**src/rtl/scc_pkg.sv**
```systemverilog
package scc_pkg;
  localparam int BYTE_W = 8;
  localparam int PIX_W  = 16;

  // strobes from control to datapath
  typedef struct packed {
    logic capture;  // a valid pixel enters the lane windows
    logic emit;     // a valid result enters the output registers
  } ctlStrobe_t;
endpackage

```
**src/rtl/scc_lane.sv**
```systemverilog
module scc_lane
  import scc_pkg::*;
#(
  parameter int TAPS      = 4,
  parameter int MATCH_DLY = 4,
  parameter int LANE_W    = 19
) (
  input  logic                     clk,
  input  logic                     rst,
  input  logic                     capture,
  input  logic signed [BYTE_W:0]   sample,
  input  logic [TAPS*BYTE_W-1:0]   coefs,
  output logic signed [LANE_W-1:0] laneSum
);
  localparam int PROD_W = 2 * BYTE_W + 1;

  logic signed [BYTE_W:0]   taps [TAPS];
  logic signed [PROD_W-1:0] prod [TAPS];
  logic signed [LANE_W-1:0] accNext;
  logic signed [LANE_W-1:0] sumReg;
  logic signed [LANE_W-1:0] dly [MATCH_DLY];
  logic                     tapsZero;

  always_ff @(posedge clk) begin
    if (rst) begin
      for (int k = 0; k < TAPS; k++) taps[k] <= '0;
    end else if (capture) begin
      taps[0] <= sample;
      for (int k = 1; k < TAPS; k++) taps[k] <= taps[k-1];
    end
  end

  always_comb begin
    accNext  = '0;
    tapsZero = 1'b1;
    for (int k = 0; k < TAPS; k++) begin
      prod[k]  = taps[k] * $signed(coefs[BYTE_W*k +: BYTE_W]);
      accNext  = accNext + LANE_W'(prod[k]);
      tapsZero = tapsZero & (taps[k] == '0);
    end
  end

  always_ff @(posedge clk) begin
    if (rst) begin
      sumReg <= '0;
      for (int d = 0; d < MATCH_DLY; d++) dly[d] <= '0;
    end else begin
      sumReg <= accNext;
      dly[0] <= sumReg;
      for (int d = 1; d < MATCH_DLY; d++) dly[d] <= dly[d-1];
    end
  end

  assign laneSum = dly[MATCH_DLY-1];

  AST_LANE_ZERO: assert property (@(posedge clk) disable iff (rst)
    (tapsZero && !capture) |=> (sumReg == '0));
endmodule

```
**src/rtl/scc_control.sv**
```systemverilog
module scc_control
  import scc_pkg::*;
#(
  parameter int MATCH_DLY = 4
) (
  input  logic       clk,
  input  logic       rst,
  input  logic       inValid,
  input  logic       shiftEn,
  input  logic [2:0] fieldSel,
  output ctlStrobe_t strb,
  output logic       outValid
);
  localparam int LAT = MATCH_DLY + 3;

  logic [LAT-1:0] vPipe;
  logic           inFlight;

  always_ff @(posedge clk) begin
    if (rst) vPipe <= '0;
    else     vPipe <= {vPipe[LAT-2:0], inValid};
  end

  assign inFlight     = |vPipe[LAT-2:0];
  assign strb.capture = inValid;
  assign strb.emit    = vPipe[LAT-2];
  assign outValid     = vPipe[LAT-1];

  AST_CFG_STABLE: assert property (@(posedge clk) disable iff (rst)
    inFlight |-> ($stable(fieldSel) && $stable(shiftEn)));
endmodule

```
**src/rtl/scc_datapath.sv**
```systemverilog
module scc_datapath
  import scc_pkg::*;
#(
  parameter int TAPS       = 4,
  parameter int MATCH_DLY  = 4,
  parameter int SUM_W      = 30,
  parameter int OUT_W      = 16,
  parameter int FIELD_STEP = 2
) (
  input  logic                    clk,
  input  logic                    rst,
  input  ctlStrobe_t              strb,
  input  logic [PIX_W-1:0]        pixIn,
  input  logic [4:0]              pixBits,
  input  logic                    pixSigned,
  input  logic [TAPS*BYTE_W-1:0]  coefs,
  input  logic                    shiftEn,
  input  logic [2:0]              fieldSel,
  output logic signed [SUM_W-1:0] sumOut,
  output logic signed [OUT_W-1:0] fieldOut,
  output logic [PIX_W-1:0]        pixDly
);
  localparam int LAT    = MATCH_DLY + 3;
  localparam int LANE_W = 2 * BYTE_W + 1 + $clog2(TAPS);

  logic [4:0]              effBits;
  logic [3:0]              topIdx;
  logic [PIX_W-1:0]        ext;
  logic signed [BYTE_W:0]  laneSample [2];
  logic signed [LANE_W-1:0] laneOut   [2];
  logic signed [SUM_W-1:0] hiExt, loExt, combSum, shifted;
  logic                    fits;
  logic [OUT_W-1:0]        satVal;
  logic [PIX_W-1:0]        pd [LAT];

  // width widening
  always_comb begin
    if (pixBits < 5'd8)       effBits = 5'd8;
    else if (pixBits > 5'd16) effBits = 5'd16;
    else                      effBits = pixBits;
    topIdx = 4'(effBits - 5'd1);
    for (int i = 0; i < PIX_W; i++) begin
      if (5'(i) < effBits) ext[i] = pixIn[i];
      else                 ext[i] = pixSigned & pixIn[topIdx];
    end
  end

  assign laneSample[0] = {1'b0, ext[BYTE_W-1:0]};
  assign laneSample[1] = {pixSigned & ext[PIX_W-1], ext[PIX_W-1:BYTE_W]};

  for (genvar g = 0; g < 2; g++) begin : g_lane
    scc_lane #(.TAPS(TAPS), .MATCH_DLY(MATCH_DLY), .LANE_W(LANE_W)) u_lane (
      .clk     (clk),
      .rst     (rst),
      .capture (strb.capture),
      .sample  (laneSample[g]),
      .coefs   (coefs),
      .laneSum (laneOut[g])
    );
  end

  // combine and field select
  always_comb begin
    hiExt   = SUM_W'(laneOut[1]);
    loExt   = SUM_W'(laneOut[0]);
    combSum = shiftEn ? (hiExt <<< BYTE_W) + loExt : hiExt + loExt;
    shifted = combSum >>> (FIELD_STEP * fieldSel);
    fits    = (shifted[SUM_W-1:OUT_W-1] == '0) || (shifted[SUM_W-1:OUT_W-1] == '1);
    satVal  = shifted[SUM_W-1] ? {1'b1, {(OUT_W-1){1'b0}}} : {1'b0, {(OUT_W-1){1'b1}}};
  end

  always_ff @(posedge clk) begin
    if (rst) begin
      sumOut   <= '0;
      fieldOut <= '0;
    end else if (strb.emit) begin
      sumOut   <= combSum;
      fieldOut <= fits ? shifted[OUT_W-1:0] : satVal;
    end
  end

  // pixel delay matched to result latency
  always_ff @(posedge clk) begin
    if (rst) begin
      for (int s = 0; s < LAT; s++) pd[s] <= '0;
    end else begin
      pd[0] <= ext;
      for (int s = 1; s < LAT; s++) pd[s] <= pd[s-1];
    end
  end

  assign pixDly = pd[LAT-1];

  AST_EXT_ZERO: assert property (@(posedge clk) disable iff (rst)
    !pixSigned |-> ((ext >> effBits) == '0));

  AST_FIELD_SIGN: assert property (@(posedge clk) disable iff (rst)
    (sumOut[SUM_W-1] == fieldOut[OUT_W-1]));
endmodule

```
**src/rtl/split_conv_combiner.sv**
```systemverilog
module split_conv_combiner
  import scc_pkg::*;
#(
  parameter int TAPS       = 4,
  parameter int MATCH_DLY  = 4,
  parameter int SUM_W      = 30,
  parameter int OUT_W      = 16,
  parameter int FIELD_STEP = 2
) (
  input  logic                    clk,
  input  logic                    rst,
  input  logic                    inValid,
  input  logic [PIX_W-1:0]        pixIn,
  input  logic [4:0]              pixBits,
  input  logic                    pixSigned,
  input  logic [TAPS*BYTE_W-1:0]  coefs,
  input  logic                    shiftEn,
  input  logic [2:0]              fieldSel,
  output logic                    outValid,
  output logic signed [SUM_W-1:0] sumOut,
  output logic signed [OUT_W-1:0] fieldOut,
  output logic [PIX_W-1:0]        pixDly
);
  ctlStrobe_t strb;

  scc_control #(.MATCH_DLY(MATCH_DLY)) u_ctl (
    .clk      (clk),
    .rst      (rst),
    .inValid  (inValid),
    .shiftEn  (shiftEn),
    .fieldSel (fieldSel),
    .strb     (strb),
    .outValid (outValid)
  );

  scc_datapath #(
    .TAPS(TAPS), .MATCH_DLY(MATCH_DLY), .SUM_W(SUM_W),
    .OUT_W(OUT_W), .FIELD_STEP(FIELD_STEP)
  ) u_dp (
    .clk       (clk),
    .rst       (rst),
    .strb      (strb),
    .pixIn     (pixIn),
    .pixBits   (pixBits),
    .pixSigned (pixSigned),
    .coefs     (coefs),
    .shiftEn   (shiftEn),
    .fieldSel  (fieldSel),
    .sumOut    (sumOut),
    .fieldOut  (fieldOut),
    .pixDly    (pixDly)
  );
endmodule

```
**config.mk**
```make
export PLATFORM = sky130hd
export DESIGN_NAME = split_conv_combiner
export DESIGN_NICKNAME = d
export VERILOG_FILES = /design/src/rtl/scc_pkg.sv /design/src/rtl/scc_lane.sv /design/src/rtl/scc_control.sv /design/src/rtl/scc_datapath.sv /design/src/rtl/split_conv_combiner.sv
export SDC_FILE = /design/constraint.sdc
export NUM_CORES = 2
export LEC_CHECK = 0
export ABC_AREA = 0
export BUFFER_PORTS_ARGS = -buffer_cell sky130_fd_sc_hd__buf_2
export CELL_PAD_IN_SITES_DETAIL_PLACEMENT = 0
export CELL_PAD_IN_SITES_GLOBAL_PLACEMENT = 1
export CORE_MARGIN = 5
export CORE_UTILIZATION = 35
export CTS_CLUSTER_DIAMETER = 80
export CTS_CLUSTER_SIZE = 25
export DETAILED_ROUTE_END_ITERATION = 8
export PLACE_DENSITY_LB_ADDON = 0.1
export SYNTH_ARGS = -nofsm -noshare
export SYNTH_HDL_FRONTEND = slang
export SYNTH_SLANG_ARGS = --single-unit
```
**constraint.sdc**
```tcl
create_clock -name clk -period 7.2 [get_ports clk]
set_clock_uncertainty 0.05 [all_clocks]
set_input_delay 0.72 -clock clk [delete_from_list [all_inputs] [get_ports clk]]
set_output_delay 0.72 -clock clk [all_outputs]
set_load 0.01 [all_outputs]
```
Yosys cells after proc, flatten, opt, wreduce, memory -nomap -nowiden
Memory sizes are Yosys's and may differ from the RTL's.
Index checks and enable logic that the tools add are counted.
{ "op_classes": {"shift": 1, "n_mul": 8, "eq_ne": 1, "reduce_logical": 2, "muxes": 52, "add_sub_neg": 9, "n_bitwise": 25, "magnitude_cmp": 19} }
{ "ops": {"columns": ["op", "count"], "rows": [
  ["$mux W19", 8],
  ["$mux W16", 9],
  ["$mul A9 B8 Y17", 8],
  ["$mux W9", 8],
  ["$lt A4 B5 Y1 const A", 8],
  ["$add A18 B17 Y19", 2],
  ["$add A19 B17 Y19", 2],
  ["$add A17 B17 Y18", 2],
  ["$mux W30", 1],
  ["$sshr A30 B4 Y30", 1],
  ["$add A27 B19 Y28", 1],
  ["$mux W1", 23],
  ["$or A1 B1 Y1", 23],
  ["$add A19 B19 Y20", 1],
  ["$lt A3 B5 Y1 const A", 4],
  ["$eq A15 B15 Y1 const B", 1],
  ["$logic_not A15 Y1", 1],
  ["$lt A1 B5 Y1 const A", 2],
  ["$lt A2 B5 Y1 const A", 2],
  ["$mux W5", 2],
  ["$gt A5 B5 Y1 const B", 1],
  ["$lt A4 B5 Y1 const B", 1],
  ["$lt A5 B4 Y1 const B", 1],
  ["$bmux W1 S4", 1],
  ["other kinds (3)", 4]
]} }
{ "word_totals": {"ramBits": 336, "mem_count": 5, "output_inout_bits": 63, "input_bits": 61, "word_cells": 127, "ff_bits": 91} }
{ "memory_table": {"columns": ["memory", "depth", "word_bits", "read_ports", "rd_clocked_by_memory_dff", "wr", "line", "text"], "rows": [
  ["u_dp.pd", 7, 16, 7, 0, 7, "scc_datapath.sv:34", "logic [PIX_W-1:0] pd [LAT];"],
  ["u_dp.g_lane[0].u_lane.dly", 4, 19, 4, 0, 4, "scc_lane.sv:21", "logic signed [LANE_W-1:0] dly [MATCH_DLY];"],
  ["u_dp.g_lane[1].u_lane.dly", 4, 19, 4, 0, 4, "scc_lane.sv:21", null],
  ["u_dp.g_lane[0].u_lane.taps", 4, 9, 4, 0, 4, "scc_lane.sv:17", "logic signed [BYTE_W:0] taps [TAPS];"],
  ["u_dp.g_lane[1].u_lane.taps", 4, 9, 4, 0, 4, "scc_lane.sv:17", null]
]} }

Logic depth before layout (Yosys ltp)
{ "depth": {"word_depth": 10, "ltp_mapped": 30, "mapped_depth_nobuf": 29} }

By module
From an unflattened synthesis, not the netlist that was laid out.
{ "unflattened": {"hier_cells": 4088, "area_unflattened_um2": 40730.3} }
{ "by_module_without_submodules": {"columns": ["mod", "cells_per_inst", "n_inst", "area_each_um2", "seq_area_each_um2"], "rows": [
  ["scc_lane (u_dp.g_lane[0].u_lane)", 1523, 1, 15825.2, 2982.9],
  ["scc_lane (u_dp.g_lane[1].u_lane)", 1511, 1, 15782.6, 2982.9],
  ["scc_datapath", 1038, 1, 8923.6, 3123.0],
  ["scc_control", 16, 1, 198.9, 140.1]
]} }

Worst setup path after synthesis
Ideal clock, no wire load.
{ "synth_timing": {"path_type": "in2reg", "startpoint": "in coefs[24]", "endpoint": "reg u_dp.g_lane[1].u_lane.sumReg[17]", "slack_ns": -0.301, "cell_stages": 26, "path_buffers": 1, "required_time_ns": 7.022, "arrival_time_ns": 7.323, "setup_ns": 0.128, "cell_sequence": "clkbuf_1 nand2_1 fa_1 fa_1 fa_1 inv_1 fa_1 fa_1 inv_1 fa_1 fa_1 inv_1 fa_1 ha_1 a21o_1 a21oi_1 o21bai_1 a21oi_1 o21bai_1 a21oi_1 o21bai_1 a2111oi_0 nor3_1 a31oi_1 xor2_1 nor2_1"} }
{ "synth_via": {"elab_chain_cells": 2} }
{ "synth_lines": {"columns": ["element", "line", "text"], "rows": [
  ["start: declaration", "split_conv_combiner.sv:16", "input logic [TAPS*BYTE_W-1:0] coefs,"],
  ["$mul A9 B8 Y17", "scc_lane.sv:37", "prod[k] = taps[k] * $signed(coefs[BYTE_W*k +: BYTE_W]);"],
  ["$add A19 B17 Y19", "scc_lane.sv:38", "accNext = accNext + LANE_W'(prod[k]);"],
  ["end signal: assignment", "scc_lane.sv:48", "sumReg <= accNext;"],
  ["end: declaration", "scc_lane.sv:20", "logic signed [LANE_W-1:0] sumReg;"]
]} }
Every way passes these cells.
A chain may end at the register's enable or synchronous reset.

==> impl_metrics.tcl <==
set metrics [dict create \
    numCtsBuffers 30 \
    cts_num_sinks 421 \
    path_clk_slew_ns 0.10 \
    ys_warn_count 0 \
    rr_endpoint "u_dp.g_lane[1].u_lane.sumReg[17]" \
    portBuffers 123 \
    synth_commonest_cells "766 x inv_1, 581 x fa_1, 353 x dfxtp_1, 345 x and2_1, 291 x nor2b_1" \
    startpoint_type "flop" \
    fp.coreArea_mm2 0.107 \
    gr-total-overflow 0 \
    worstPathMaxFanout 4 \
    die_h_um 338 \
    post-route-period-util_pct 98.3 \
    wl_met2_um 49500 \
    rsz0062_at_grt "true" \
    wl_met3_um 3660 \
    r2r-start "u_dp.g_lane[1].u_lane.taps[3][1]" \
    syn_area_mm2 0.0376 \
    ys_types 82 \
    critPathArrivalTime_ns 7.55 \
    insertion_delay_ns 0.64 \
    slew-limit-headroom_pct 25.0 \
    drive_gt1_share_pct 14.0 \
    synth-seq-cells 421 \
    clock.fmax_mhz 141 \
    endpoint_kind "flop" \
    grt_pass1_wl_um 161000 \
    worstMarginPinSlew_ns 1.12 \
    crit_buf_inv 4 \
    drc 0 \
    cp_slowest_cell "fa_1" \
    yosysMostFrequentCell "inv_1" \
    finalNetCount 5050 \
    r2r_slack_ns 0.12 \
    wl_met1_um 48300 \
    die_area_mm2 0.114 \
    ioPinCount 124 \
    dp_hpwl_um 87700 \
    htree_levels 1 \
    start_util_pct 35.2 \
    routed_wl_um 104000 \
    fin_cells 5545 \
    yosysSeqAreaShare_pct 24.2 \
    cts_buffer_depth 3 \
    min_period_ns 7.08 \
    critPathRequiredTime_ns 7.67 \
    cap_violations 0 \
    ys.flop_type "dfxtp_1" \
    grt_max_degree 192 \
    wl_per_cell_um 18.8 \
    reg2reg_depth 26 \
    hold_depth 2 \
    grt_pass1_vias 26600 \
    slowest_delay_ns 0.54 \
    viasPerCell 4.50 \
    finalHoldViolCount 0 \
    antenna_found_initial 9 \
    min_from "pixIn[0]" \
    vias 25000 \
    cp_top_family "adder cells" \
    synth_async_sr_flop_share_pct 0 \
    setup_violations 0 \
    synthTopCellsByArea "fa_1 31%, dfxtp_1 19%, ha_1 9.6%, inv_1 7.6%, and2_1 5.7%" \
    root_buffer "clkbuf_16" \
    ff_latch_area_mm2 0.00911 \
    syn_area_per_cell_um2 9.86 \
    syn-instance-count 3818 \
    fillers 10900 \
    dr.pass1.iters 5 \
    areaGrowthSynthToFinish_pct 14.8 \
    yosys.area.top_type "fa_1" \
    hold_class "in2reg" \
    grt_usage_pct 18.5 \
    cts_tree "done" \
    synth_top_area_share_pct 30.9 \
    drv_slew 0 \
    die_x_um 338 \
    multi_input_area_mm2 0.0252 \
    syn-num-nets 4749 \
    crit_top_cell "fa_1" \
    status "completed" \
    post-route-util_pct 40.4 \
    gp_congestion 0.863 \
    criticalPathCategory "reg2reg" \
    postRouteAntennaNets 0 \
    row_count 120 \
    holdPathEnd "u_dp.pd[0][0]" \
    dr.first_iter.drc_count 1023 \
    dpl.cell_count 5452 \
    synth-edff-count 68 \
    routed.top_layer "met5" \
    hold_buffers 0 \
]
-- worst reg2reg max path: stages, from the launching register on --
cell and delay, ns:
edfxtp_1 0.47, buf_4 0.18, buf_4 0.13, and2_1 0.16, fa_1 0.49, ha_1 0.32
ha_1 0.23, fa_1 0.51, fa_1 0.54, inv_1 0.05, fa_1 0.48, fa_1 0.48
inv_1 0.05, fa_1 0.52, fa_2 0.42, a21o_1 0.17, a21oi_2 0.21, o21bai_4 0.09
a21oi_2 0.16, o21bai_1 0.11, a21oi_2 0.16, o21bai_1 0.12, a2111oi_2 0.42, nor3_2 0.09
a31oi_1 0.17, xor2_1 0.15, nor2_1 0.05
-- routing by layer --
layer / GRT usage (%) / up-vias
li1: - / 12200
met1: 25.4 / 12300
met2: 31.2 / 360
met3: 2.12 / 126
met4: 4.61 / 6
met5: 0 / -
-- state kept, by name, summed over array words and instances (netlist names) --
| name | cells |
|---|---|
| u_dp.sumOut | 28 |
| u_dp.g_lane.u_lane.sumReg | 38 |
| u_dp.pd | 112 |
| u_dp.g_lane.u_lane.taps | 68 |
| u_ctl.vPipe | 7 |
| u_dp.g_lane.u_lane.dly | 152 |
| u_dp.fieldOut | 16 |
-- cell usage in the layout, fill, tap and decap left out, types with 6 or more instances in the layout --
cell type and count:
nor2b_1 290, fa_1 575, o21ai_0 41, mux4_2 9
dfxtp_1 352, xnor2_1 50, clkbuf_16 33, inv_1 761
buf_4 273, nand2_2 6, o21bai_1 11, fa_2 6
a21oi_2 11, nor3_1 24, clkinv_16 6, a31oi_1 11
mux2_2 9, nand2b_1 37, ha_4 6, nand4_1 9
buf_6 7, o21a_1 10, buf_2 122, mux2i_1 27
and2_1 337, a211oi_1 35, nand2_1 274, buf_12 15
nor2_1 156, and3_1 6, xor2_1 24, and2_4 9
ha_1 282, a21oi_1 68, o21ai_1 6, a21o_1 20
a211oi_2 15, edfxtp_1 68, inv_2 6, nand3_1 16
-- layout make-up --
cell class / instances / area share, %
inverters: 768 / 6.67
diodes: 3 / 0.0174
repair buffers: 420 / 7.14
well taps: 1403 / 4.06
clock inverters: 16 / 0.735
clock buffers: 36 / 1.96
flip-flops and latches: 421 / 21.1
multi-input cells: 2478 / 58.3
-- metrics by stage --
stage | TNS, ns | worst slack (ns) | hold slack (ns) | cell area [um2]
after CTS | 0 | 0.00144 | 0.250 | 42700
after detailed placement | -4.25 | -0.488 | 0.370 | 41500
final | 0 | 0.125 | 0.305 | 43200
after floorplan | -0.105 | -0.105 | 0.364 | 37700
after global placement | -3.44 | -0.403 | 0.366 | 41500
after global routing | -0.373 | -0.229 | 0.263 | 43200
-- timing repair --
| item | CTS | global route |
|---|---|---|
| setup endpoints to repair | 4 | 11 |
| hold endpoints to repair | 0 | 0 |
| resized for setup | 5 | 60 |
| pin swaps | 3 | 87 |
| buffers inserted | 3 | 35 |
-- worst max path at each step --
stage,start,to,slack (ns),depth (start not counted)
after floorplan,coefs[24],u_dp.g_lane[1].u_lane.sumReg[17],-0.10,26
after CTS,u_dp.g_lane[0].u_lane.taps[0][2],u_dp.g_lane[0].u_lane.sumReg[18],0.001,25
after detailed placement,coefs[24],u_dp.g_lane[0].u_lane.sumReg[18],-0.49,26
final,u_dp.g_lane[1].u_lane.taps[3][1],u_dp.g_lane[1].u_lane.sumReg[17],0.12,26
after global placement,coefs[24],u_dp.g_lane[0].u_lane.sumReg[18],-0.40,26
after global routing,u_dp.g_lane[1].u_lane.taps[0][0],u_dp.g_lane[1].u_lane.sumReg[17],-0.23,27
-- logic make-up after synthesis --
family | after synthesis | synth area share [%]
compound gates | 301 | 5.74
xor+xnor | 74 | 1.72
fa+ha+maj | 870 | 40.5
buf+inv | 919 | 9.46
flops | 421 | 24.2
mux | 45 | 1.53
simple gates | 1188 | 16.8
Power is not shown: default switching activity piles up to over one toggle a cycle in this logic, so the estimate is an artifact.
